File: config.mk
export PLATFORM = sky130hd
export DESIGN_NAME = hdlc_rx_deframer
export DESIGN_NICKNAME = d
export VERILOG_FILES = /design/src/rtl/hdlc_rx_pkg.sv /design/src/rtl/hdlc_line_decoder.sv /design/src/rtl/hdlc_bit_lag.sv /design/src/rtl/hdlc_fcs16.sv /design/src/rtl/hdlc_frame_builder.sv /design/src/rtl/hdlc_rx_deframer.sv
export SDC_FILE = /design/constraint.sdc
export NUM_CORES = 1
export LEC_CHECK = 0
export CAP_MARGIN = 20
export CELL_PAD_IN_SITES_DETAIL_PLACEMENT = 2
export CELL_PAD_IN_SITES_GLOBAL_PLACEMENT = 2
export CORE_ASPECT_RATIO = 0.6
export CORE_MARGIN = 5
export CORE_UTILIZATION = 38
export DETAILED_ROUTE_END_ITERATION = 7
export PLACE_DENSITY = 0.84
export SKIP_LAST_GASP = 1
export SLEW_MARGIN = 20
export SYNTH_ARGS = -nofsm -noshare
export SYNTH_HDL_FRONTEND = slang
export SYNTH_SLANG_ARGS = --single-unit
File: constraint.sdc
create_clock -name clk -period 3 [get_ports clk]
set_clock_uncertainty 0.05 [all_clocks]
set_input_delay 0.45 -clock clk [delete_from_list [all_inputs] [get_ports clk]]
set_output_delay 0.45 -clock clk [all_outputs]
set_load 0.1 [all_outputs]
File: src/rtl/hdlc_rx_pkg.sv
package hdlc_rx_pkg;
  localparam int BYTE_W     = 8;
  localparam int STUFF_ONES = 5;   // ones before a deleted zero
  localparam int FLAG_ONES  = 6;   // ones inside a flag
  localparam int LAG_BITS   = FLAG_ONES; // flag bits that enter the data path before it is recognised
  localparam int FCS_W      = 16;
  localparam int FCS_BYTES  = FCS_W / BYTE_W;
  localparam logic [FCS_W-1:0] FCS_PRESET   = 16'hFFFF;
  localparam logic [FCS_W-1:0] FCS_POLY_REV = 16'h8408;
  localparam logic [FCS_W-1:0] FCS_GOOD     = 16'hF0B8;
  // status byte bit positions
  localparam int ST_BADCRC = 7;
  localparam int ST_ABORT  = 6;
  localparam int ST_OVR    = 5;
  localparam int ST_BADLEN = 4;
endpackage

File: src/rtl/hdlc_line_decoder.sv
module hdlc_line_decoder
  import hdlc_rx_pkg::*;
#(
  parameter int IDLE_RUN = 15
) (
  input  logic clk,
  input  logic rst,
  input  logic bit_vld,
  input  logic bit_in,
  output logic ev_data,
  output logic ev_flag,
  output logic ev_abort,
  output logic idle_o
);
  localparam int OW = $clog2(IDLE_RUN + 1);

  logic [OW-1:0] ones_q;
  logic          idle_q;

  // classify the current bit against the run of ones before it
  always_comb begin
    ev_data  = bit_vld && (ones_q < OW'(STUFF_ONES));
    ev_flag  = bit_vld && !bit_in && (ones_q == OW'(FLAG_ONES));
    ev_abort = bit_vld &&  bit_in && (ones_q == OW'(FLAG_ONES));
  end

  always_ff @(posedge clk) begin
    if (rst) begin
      ones_q <= '0;
      idle_q <= 1'b0;
    end else if (bit_vld) begin
      if (!bit_in) begin
        ones_q <= '0;
      end else if (ones_q != OW'(IDLE_RUN)) begin
        ones_q <= ones_q + OW'(1);
      end
      idle_q <= bit_in && (ones_q >= OW'(IDLE_RUN - 1));
    end
  end

  assign idle_o = idle_q;

  assert_idle_clear_R9: assert property (@(posedge clk) disable iff (rst)
    (bit_vld && !bit_in) |=> !idle_o);

  assert_idle_rise_R9: assert property (@(posedge clk) disable iff (rst)
    $rose(idle_o) |-> $past(bit_vld && bit_in));
endmodule

File: src/rtl/hdlc_bit_lag.sv
module hdlc_bit_lag #(
  parameter int LAG = 6
) (
  input  logic clk,
  input  logic rst,
  input  logic clear,
  input  logic push,
  input  logic bit_in,
  output logic out_vld,
  output logic out_bit
);
  localparam int CW = $clog2(LAG + 1);

  logic [LAG-1:0] sr_q;
  logic [CW-1:0]  cnt_q;

  // a bit leaves only once it is older than any flag that could still follow it
  assign out_vld = push && (cnt_q == CW'(LAG));
  assign out_bit = sr_q[LAG-1];

  always_ff @(posedge clk) begin
    if (rst || clear) begin
      sr_q  <= '0;
      cnt_q <= '0;
    end else if (push) begin
      sr_q <= {sr_q[LAG-2:0], bit_in};
      if (cnt_q != CW'(LAG)) cnt_q <= cnt_q + CW'(1);
    end
  end

  assert_lag_empty_after_clear_R1: assert property (@(posedge clk) disable iff (rst)
    clear |=> !out_vld);
endmodule

File: src/rtl/hdlc_fcs16.sv
module hdlc_fcs16
  import hdlc_rx_pkg::*;
(
  input  logic clk,
  input  logic rst,
  input  logic init,
  input  logic upd,
  input  logic bit_in,
  output logic crc_ok
);
  logic [FCS_W-1:0] crc_q, crc_n;

  always_comb begin
    crc_n = {1'b0, crc_q[FCS_W-1:1]};
    if (crc_q[0] ^ bit_in) crc_n = crc_n ^ FCS_POLY_REV;
  end

  always_ff @(posedge clk) begin
    if (rst || init) crc_q <= FCS_PRESET;
    else if (upd)    crc_q <= crc_n;
  end

  assign crc_ok = (crc_q == FCS_GOOD);
endmodule

File: src/rtl/hdlc_frame_builder.sv
module hdlc_frame_builder
  import hdlc_rx_pkg::*;
(
  input  logic             clk,
  input  logic             rst,
  input  logic             asm_vld,
  input  logic             asm_bit,
  input  logic             ev_flag,
  input  logic             ev_abort,
  input  logic             crc_ok,
  input  logic             fcs_pass,
  input  logic             wr_full,
  output logic             open_o,
  output logic             wr_en_o,
  output logic [BYTE_W-1:0] wr_data_o,
  output logic             wr_stat_o
);
  localparam int CW = $clog2(BYTE_W);
  localparam int SW = CW + 1;
  localparam int NW = $clog2(FCS_BYTES + 1);

  logic              open_q, anyb_q, ovr_q, spend_q;
  logic [BYTE_W-1:0] sh_q, stat_q;
  logic [CW-1:0]     bcnt_q;
  logic [NW-1:0]     nby_q;
  logic [BYTE_W-1:0] hold_q [FCS_BYTES];
  logic              wr_en_q, wr_st_q;
  logic [BYTE_W-1:0] wr_dat_q;

  logic [BYTE_W-1:0] sh_n, part_byte, dw_dat;
  logic              byte_done, part, close_ok, end_abort, full_len;
  logic              dw_req, dw_go, dw_drop, ovr_eff;

  function automatic logic [BYTE_W-1:0] mk_stat(input logic bad, input logic ab,
                                                input logic ov, input logic bl);
    logic [BYTE_W-1:0] s;
    s            = '0;
    s[ST_BADCRC] = bad;
    s[ST_ABORT]  = ab;
    s[ST_OVR]    = ov;
    s[ST_BADLEN] = bl;
    return s;
  endfunction

  always_comb begin
    sh_n      = {asm_bit, sh_q[BYTE_W-1:1]};
    byte_done = asm_vld && (bcnt_q == CW'(BYTE_W - 1));
    part      = (bcnt_q != '0);
    part_byte = sh_q >> (SW'(BYTE_W) - {1'b0, bcnt_q});
    full_len  = (nby_q == NW'(FCS_BYTES));
    close_ok  = ev_flag && open_q && full_len;
    end_abort = ev_abort && open_q && anyb_q;
    dw_req    = 1'b0;
    dw_dat    = '0;
    if (byte_done) begin
      if (fcs_pass) begin
        dw_req = 1'b1;
        dw_dat = sh_n;
      end else if (full_len) begin
        dw_req = 1'b1;
        dw_dat = hold_q[0];
      end
    end else if (close_ok && part && !fcs_pass) begin
      dw_req = 1'b1;
      dw_dat = part_byte;
    end else if (close_ok && part) begin
      dw_req = 1'b1;
      dw_dat = part_byte;
    end
    dw_go   = dw_req && !wr_full;
    dw_drop = dw_req &&  wr_full;
    ovr_eff = ovr_q || dw_drop;
  end

  always_ff @(posedge clk) begin
    if (rst) begin
      open_q   <= 1'b0;
      anyb_q   <= 1'b0;
      ovr_q    <= 1'b0;
      spend_q  <= 1'b0;
      stat_q   <= '0;
      sh_q     <= '0;
      bcnt_q   <= '0;
      nby_q    <= '0;
      for (int i = 0; i < FCS_BYTES; i++) hold_q[i] <= '0;
      wr_en_q  <= 1'b0;
      wr_st_q  <= 1'b0;
      wr_dat_q <= '0;
    end else begin
      wr_en_q <= 1'b0;
      wr_st_q <= 1'b0;
      if (spend_q) begin
        wr_en_q  <= 1'b1;
        wr_st_q  <= 1'b1;
        wr_dat_q <= stat_q;
        spend_q  <= 1'b0;
      end else if (dw_go) begin
        wr_en_q  <= 1'b1;
        wr_dat_q <= dw_dat;
      end
      if (dw_drop) ovr_q <= 1'b1;

      if (asm_vld) begin
        anyb_q <= 1'b1;
        sh_q   <= sh_n;
        bcnt_q <= bcnt_q + CW'(1);
        if (byte_done) begin
          for (int i = 0; i < FCS_BYTES - 1; i++) hold_q[i] <= hold_q[i+1];
          hold_q[FCS_BYTES-1] <= sh_n;
          if (!full_len) nby_q <= nby_q + NW'(1);
        end
      end

      if (ev_flag || ev_abort) begin
        if (close_ok) begin
          stat_q  <= mk_stat(!crc_ok, 1'b0, ovr_eff, part);
          spend_q <= 1'b1;
        end
        if (end_abort) begin
          stat_q  <= mk_stat(!crc_ok, 1'b1, ovr_q, part);
          spend_q <= 1'b1;
        end
        open_q <= ev_flag;
        anyb_q <= 1'b0;
        ovr_q  <= 1'b0;
        sh_q   <= '0;
        bcnt_q <= '0;
        nby_q  <= '0;
      end
    end
  end

  assign open_o    = open_q;
  assign wr_en_o   = wr_en_q;
  assign wr_data_o = wr_dat_q;
  assign wr_stat_o = wr_st_q;

  assert_stat_low_zero_R4: assert property (@(posedge clk) disable iff (rst)
    (wr_en_o && wr_stat_o) |-> (wr_data_o[3:0] == 4'h0));

  assert_no_collision_R4: assert property (@(posedge clk) disable iff (rst)
    spend_q |-> !dw_req);

  assert_status_follows_flag_R4: assert property (@(posedge clk) disable iff (rst)
    wr_stat_o |-> $past(ev_flag || ev_abort, 2));

  assert_no_write_when_full_R10: assert property (@(posedge clk) disable iff (rst)
    (wr_en_o && !wr_stat_o) |-> !$past(wr_full));
endmodule

File: src/rtl/hdlc_rx_deframer.sv
module hdlc_rx_deframer
  import hdlc_rx_pkg::*;
#(
  parameter int IDLE_RUN = 15
) (
  input  logic       clk,
  input  logic       rst,
  input  logic       bit_vld,
  input  logic       bit_in,
  input  logic       fcs_pass,
  input  logic       wr_full,
  output logic       wr_en,
  output logic [7:0] wr_data,
  output logic       wr_stat,
  output logic       idle
);
  logic ev_data, ev_flag, ev_abort;
  logic open_s, asm_vld, asm_bit, crc_ok;

  hdlc_line_decoder #(.IDLE_RUN(IDLE_RUN)) u_line (
    .clk(clk), .rst(rst), .bit_vld(bit_vld), .bit_in(bit_in),
    .ev_data(ev_data), .ev_flag(ev_flag), .ev_abort(ev_abort), .idle_o(idle)
  );

  hdlc_bit_lag #(.LAG(LAG_BITS)) u_lag (
    .clk(clk), .rst(rst), .clear(ev_flag || ev_abort),
    .push(ev_data && open_s), .bit_in(bit_in),
    .out_vld(asm_vld), .out_bit(asm_bit)
  );

  hdlc_fcs16 u_fcs (
    .clk(clk), .rst(rst), .init(ev_flag || ev_abort),
    .upd(asm_vld), .bit_in(asm_bit), .crc_ok(crc_ok)
  );

  hdlc_frame_builder u_build (
    .clk(clk), .rst(rst), .asm_vld(asm_vld), .asm_bit(asm_bit),
    .ev_flag(ev_flag), .ev_abort(ev_abort), .crc_ok(crc_ok),
    .fcs_pass(fcs_pass), .wr_full(wr_full), .open_o(open_s),
    .wr_en_o(wr_en), .wr_data_o(wr_data), .wr_stat_o(wr_stat)
  );
endmodule

==> results by group <==
Global route
  – Vias in the first global route: 3295
  – Gr ovfl total: 0
  – Pin count of the biggest net entering global routing: 30
  – First-pass GRT wire length: 17.9 mm
  – Tot GR Track Use: 0.201
  – Initial antenna violation count: 0

STA
  – Fin. max-slew vios: 0
  – RSZ-0062 raised after global routing: false
  – Setup violations, final: 0
  – Setup Total Neg Slack: 0 ns
  – Worst Tran Pin Value: 0.665 ns
  – Crit share post-route: 0.819
  – Tmin final: 2.46 ns
  – Hold Violations, Final: 0
  – Max Fclk: 407 MHz
  – Max_slew headroom: 0.553

Synthesis
  – Post-synthesis register bit count: 77
  – Top-area cell type share of the netlist area: 0.339
  – Sequential area share after synthesis: 0.472
  – Post-Synth Simple-Gate Area: 0.254
  – Post-synth EDFFs: 16
  – Xor and xnor area share after synthesis: 0.0194
  – Async S/R FF share, synth: 0
  – Largest family of logic cells by synthesized area: simple AND/OR/NAND/NOR gates
  – Netlist cell types: 57
  – Top FF cell, synth: dfxtp_1
  – Largest area contributor in the netlist: dfxtp_1
  – Ys Warns: 0
  – Adder-Cell Fraction of Synth Area: 0.0347
  – Syn nets: 410
  – Synth Instances: 394
  – Top post-synthesis cells by count: nand2_1, dfxtp_1, nor2_1
  – Netlist area before placement: 3610 um^2
  – Most frequent cell after synthesis: nand2_1
  – Synth Area in Compound Gates: 0.117
  – Syn avg cell area: 9.15 um^2
  – Synth top area cells: dfxtp_1, edfxtp_1, nand2_1, mux2i_1, nor2_1
  – Multiplexer area fraction after synthesis: 0.0611

Critical path
  – CP Cell Sequence: inv_1 > ha_1 > mux2_2 > a22oi_1 > o22ai_1 > a22oi_1 > a211oi_2
  – CP peak stage delay: 0.60 ns
  – Top delay family on crit path: compound AO/OA/AOI/OAI gates
  – Crit path depth: 7
  – Critical path class: flop to flop
  – Crit path max-delay cell type: ha_1
  – CP endpoint kind: flop
  – Startpoint types: flop
  – Bufs and invs on worst path: 1
  – Most used cell along the critical path: a22oi_1
  – Critical path arrival: 2.63 ns
  – Crit-path max FO: 12
  – R2r worst-path depth: 7
  – WP data required: 3.17 ns

Power and ir drop
  – Total power: 2.24 mW
  – Clock power share: 0.496
  – Combinational power share: 0.025
  – Internal power: 1.77 mW
  – Sw frac: 0.209
  – Sw Pwr: 0.468 mW
  – Worst VDD drop: 0.000260 V
  – Sequential share of power: 0.479
  – Pwr Density: 538 nW/um^2
  – Leakage: 1.62 nW

Drt
  – WL met2: 5.06 mm
  – Routed wl met3: 447 um
  – M1 WL: 5.28 mm
  – Routed Antenna Nets: 0
  – Top Layer Used: met4
  – Post-route DRC: 0
  – Drt pass-1 iters: 4
  – Avg Vias per Cell: 5.46
  – Final wirelength: 11.0 mm
  – WL per Instance: 20.3 um
  – DRT iter0 DRCs: 162
  – Vias post-DR: 2966

Clock network
  – Clock sink count: 77
  – # hold bufs at CTS: 0
  – CTS max path bufs: 2
  – H-tree depth: 3
  – Num CTS Buffers: 9
  – Clock-pin slew on the worst setup and hold paths: 0.06 ns
  – Root Buffer: clkbuf_16
  – Post-CTS setup buffers: 0
  – PostCTS Resize Cnt: 0
  – Worst-Skew Late Latency: 0.34 ns
  – CTS tree: built

Outcome
  – Status: complete, no violations

Finish
  – Post-route cell area: 4170 um^2
  – Layout filler cell count: 1022
  – N_diodes: 0
  – Final Util: 0.452
  – Share of cells above drive strength 1: 0.138
  – Non-filler cells, final: 543
  – Synth-to-layout area growth: 15.5%
  – Fin nets: 424

Place
  – Port-buffer cells: 16
  – Placed inst area: 3860 um^2
  – Count of placed standard cells including taps: 527
  – DP HPWL: 7.71 mm
  – Gp weighted congestion: 0.766

Floorplanning
  – Die Ht: 85.5 um
  – Die area: 11600 um^2
  – Horiz. Die Dim: 136 um
  – Initial Utilization: 0.391
  – Core area: 9220 um^2
  – # rows: 27
  – Top Ports: 17

Worst hold path
  – Type of the tightest min-delay check: flop to flop
  – Hold path depth: 2

Flow run
  – Max-cap violation count: 0
worst paths after layout:
check	from	endpoint	slack, ns
worst min-delay path	u_lag.sr_q[4]	u_lag.sr_q[5]	0.42
worst max-delay path	u_build.bcnt_q[0]	u_build.wr_data_o[3]	0.54
worst min register to register	u_lag.sr_q[4]	u_lag.sr_q[5]	0.42
worst max register to register	u_build.bcnt_q[0]	u_build.wr_data_o[3]	0.54
cells by family (layout without fill, tap and decap cells):
group	Yosys count	after routing
XOR/XNOR	8	8
flip-flops	77	77
buffers and inverters	33	52
multiplexers	18	18
adder cells (fa/ha/maj)	10	10
AND/OR/NAND/NOR	186	186
AO/OA/AOI/OAI	62	62
registers in the layout, summed over array words and instances (netlist names):
name and flops:
u_build.bcnt_q 3, u_build.wr_data_o 8, u_build.ovr_q 1, u_build.sh_q 8, u_line.ones_q 4, u_lag.cnt_q 3
u_build.wr_en_o 1, u_build.hold_q 16, u_build.nby_q 2, u_line.idle_o 1, u_build.stat_q 4, u_build.wr_stat_o 1
u_build.spend_q 1, u_build.open_o 1, u_build.anyb_q 1, u_fcs.crc_q 16, u_lag.sr_q 6
layout by cell type (no fill, tap or decap), drive strengths merged, types with 2 or more instances in the layout:
cell / netlist / final
or2: 2 / 2
buf: 8 / 21
nor4: 3 / 3
clkbuf: 15 / 12
o211ai: 4 / 4
nand3: 21 / 21
xnor2: 4 / 4
ha: 10 / 10
nand3b: 3 / 3
nand4: 4 / 4
mux2i: 13 / 13
inv: 10 / 11
mux2: 2 / 2
and3: 21 / 21
edfxtp: 16 / 16
o21ai: 10 / 10
o31ai: 2 / 2
a21oi: 20 / 20
o221ai: 3 / 3
nand2b: 2 / 2
nor3: 5 / 5
dfxtp: 61 / 61
a22oi: 4 / 4
clkinv: 0 / 2
mux4: 3 / 3
o22ai: 2 / 2
o211a: 2 / 2
nand2: 79 / 79
nor2b: 2 / 2
and4b: 2 / 2
a211oi: 8 / 8
nor2: 36 / 36
clkdlybuf4s50: 0 / 5
xor2: 4 / 4
worst min-delay path, cell delays in order, from the launching register on:
cell	delay (ns)
dfxtp_1	0.32
nand2_1	0.06
a21oi_1	0.05
final cells by class:
type / count / area (um^2) / area share
Clock buffer: 12 / 256 / 0.0616
Clock inverter: 4 / 46.3 / 0.0111
Inverter: 10 / 37.5 / 0.00901
Multi-Input combinational cell: 284 / 1750 / 0.421
Sequential cell: 77 / 1700 / 0.409
Tap cell: 130 / 163 / 0.0391
Timing Repair Buffer: 26 / 208 / 0.0499
stage by stage:
step	setup WS [ns]	hold WS, ns
2_1_floorplan	0.648	0.369
5_1_grt	0.419	0.446
6_report	0.544	0.421
3_3_place_gp	0.546	0.392
3_5_place_dp	0.428	0.411
4_1_cts	0.548	0.424
metal layers:
metal  global-route usage  vias up
li1                     -     1418
met3               0.0521       20
met1                0.263     1477
met2                0.326       51
met5                    0        -
met4               0.0659        0
power groups by stage:
stage	registers, mW	clock network (mW)	logic [mW]
finish	1.07	1.11	0.0560
global route	1.07	1.18	0.0612
CTS	1.07	1.13	0.0566
detailed placement	1.10	0	0.0555
global placement	1.09	0	0.0519
floorplan	1.09	0	0.0285
(Power assumes the default switching activity.)
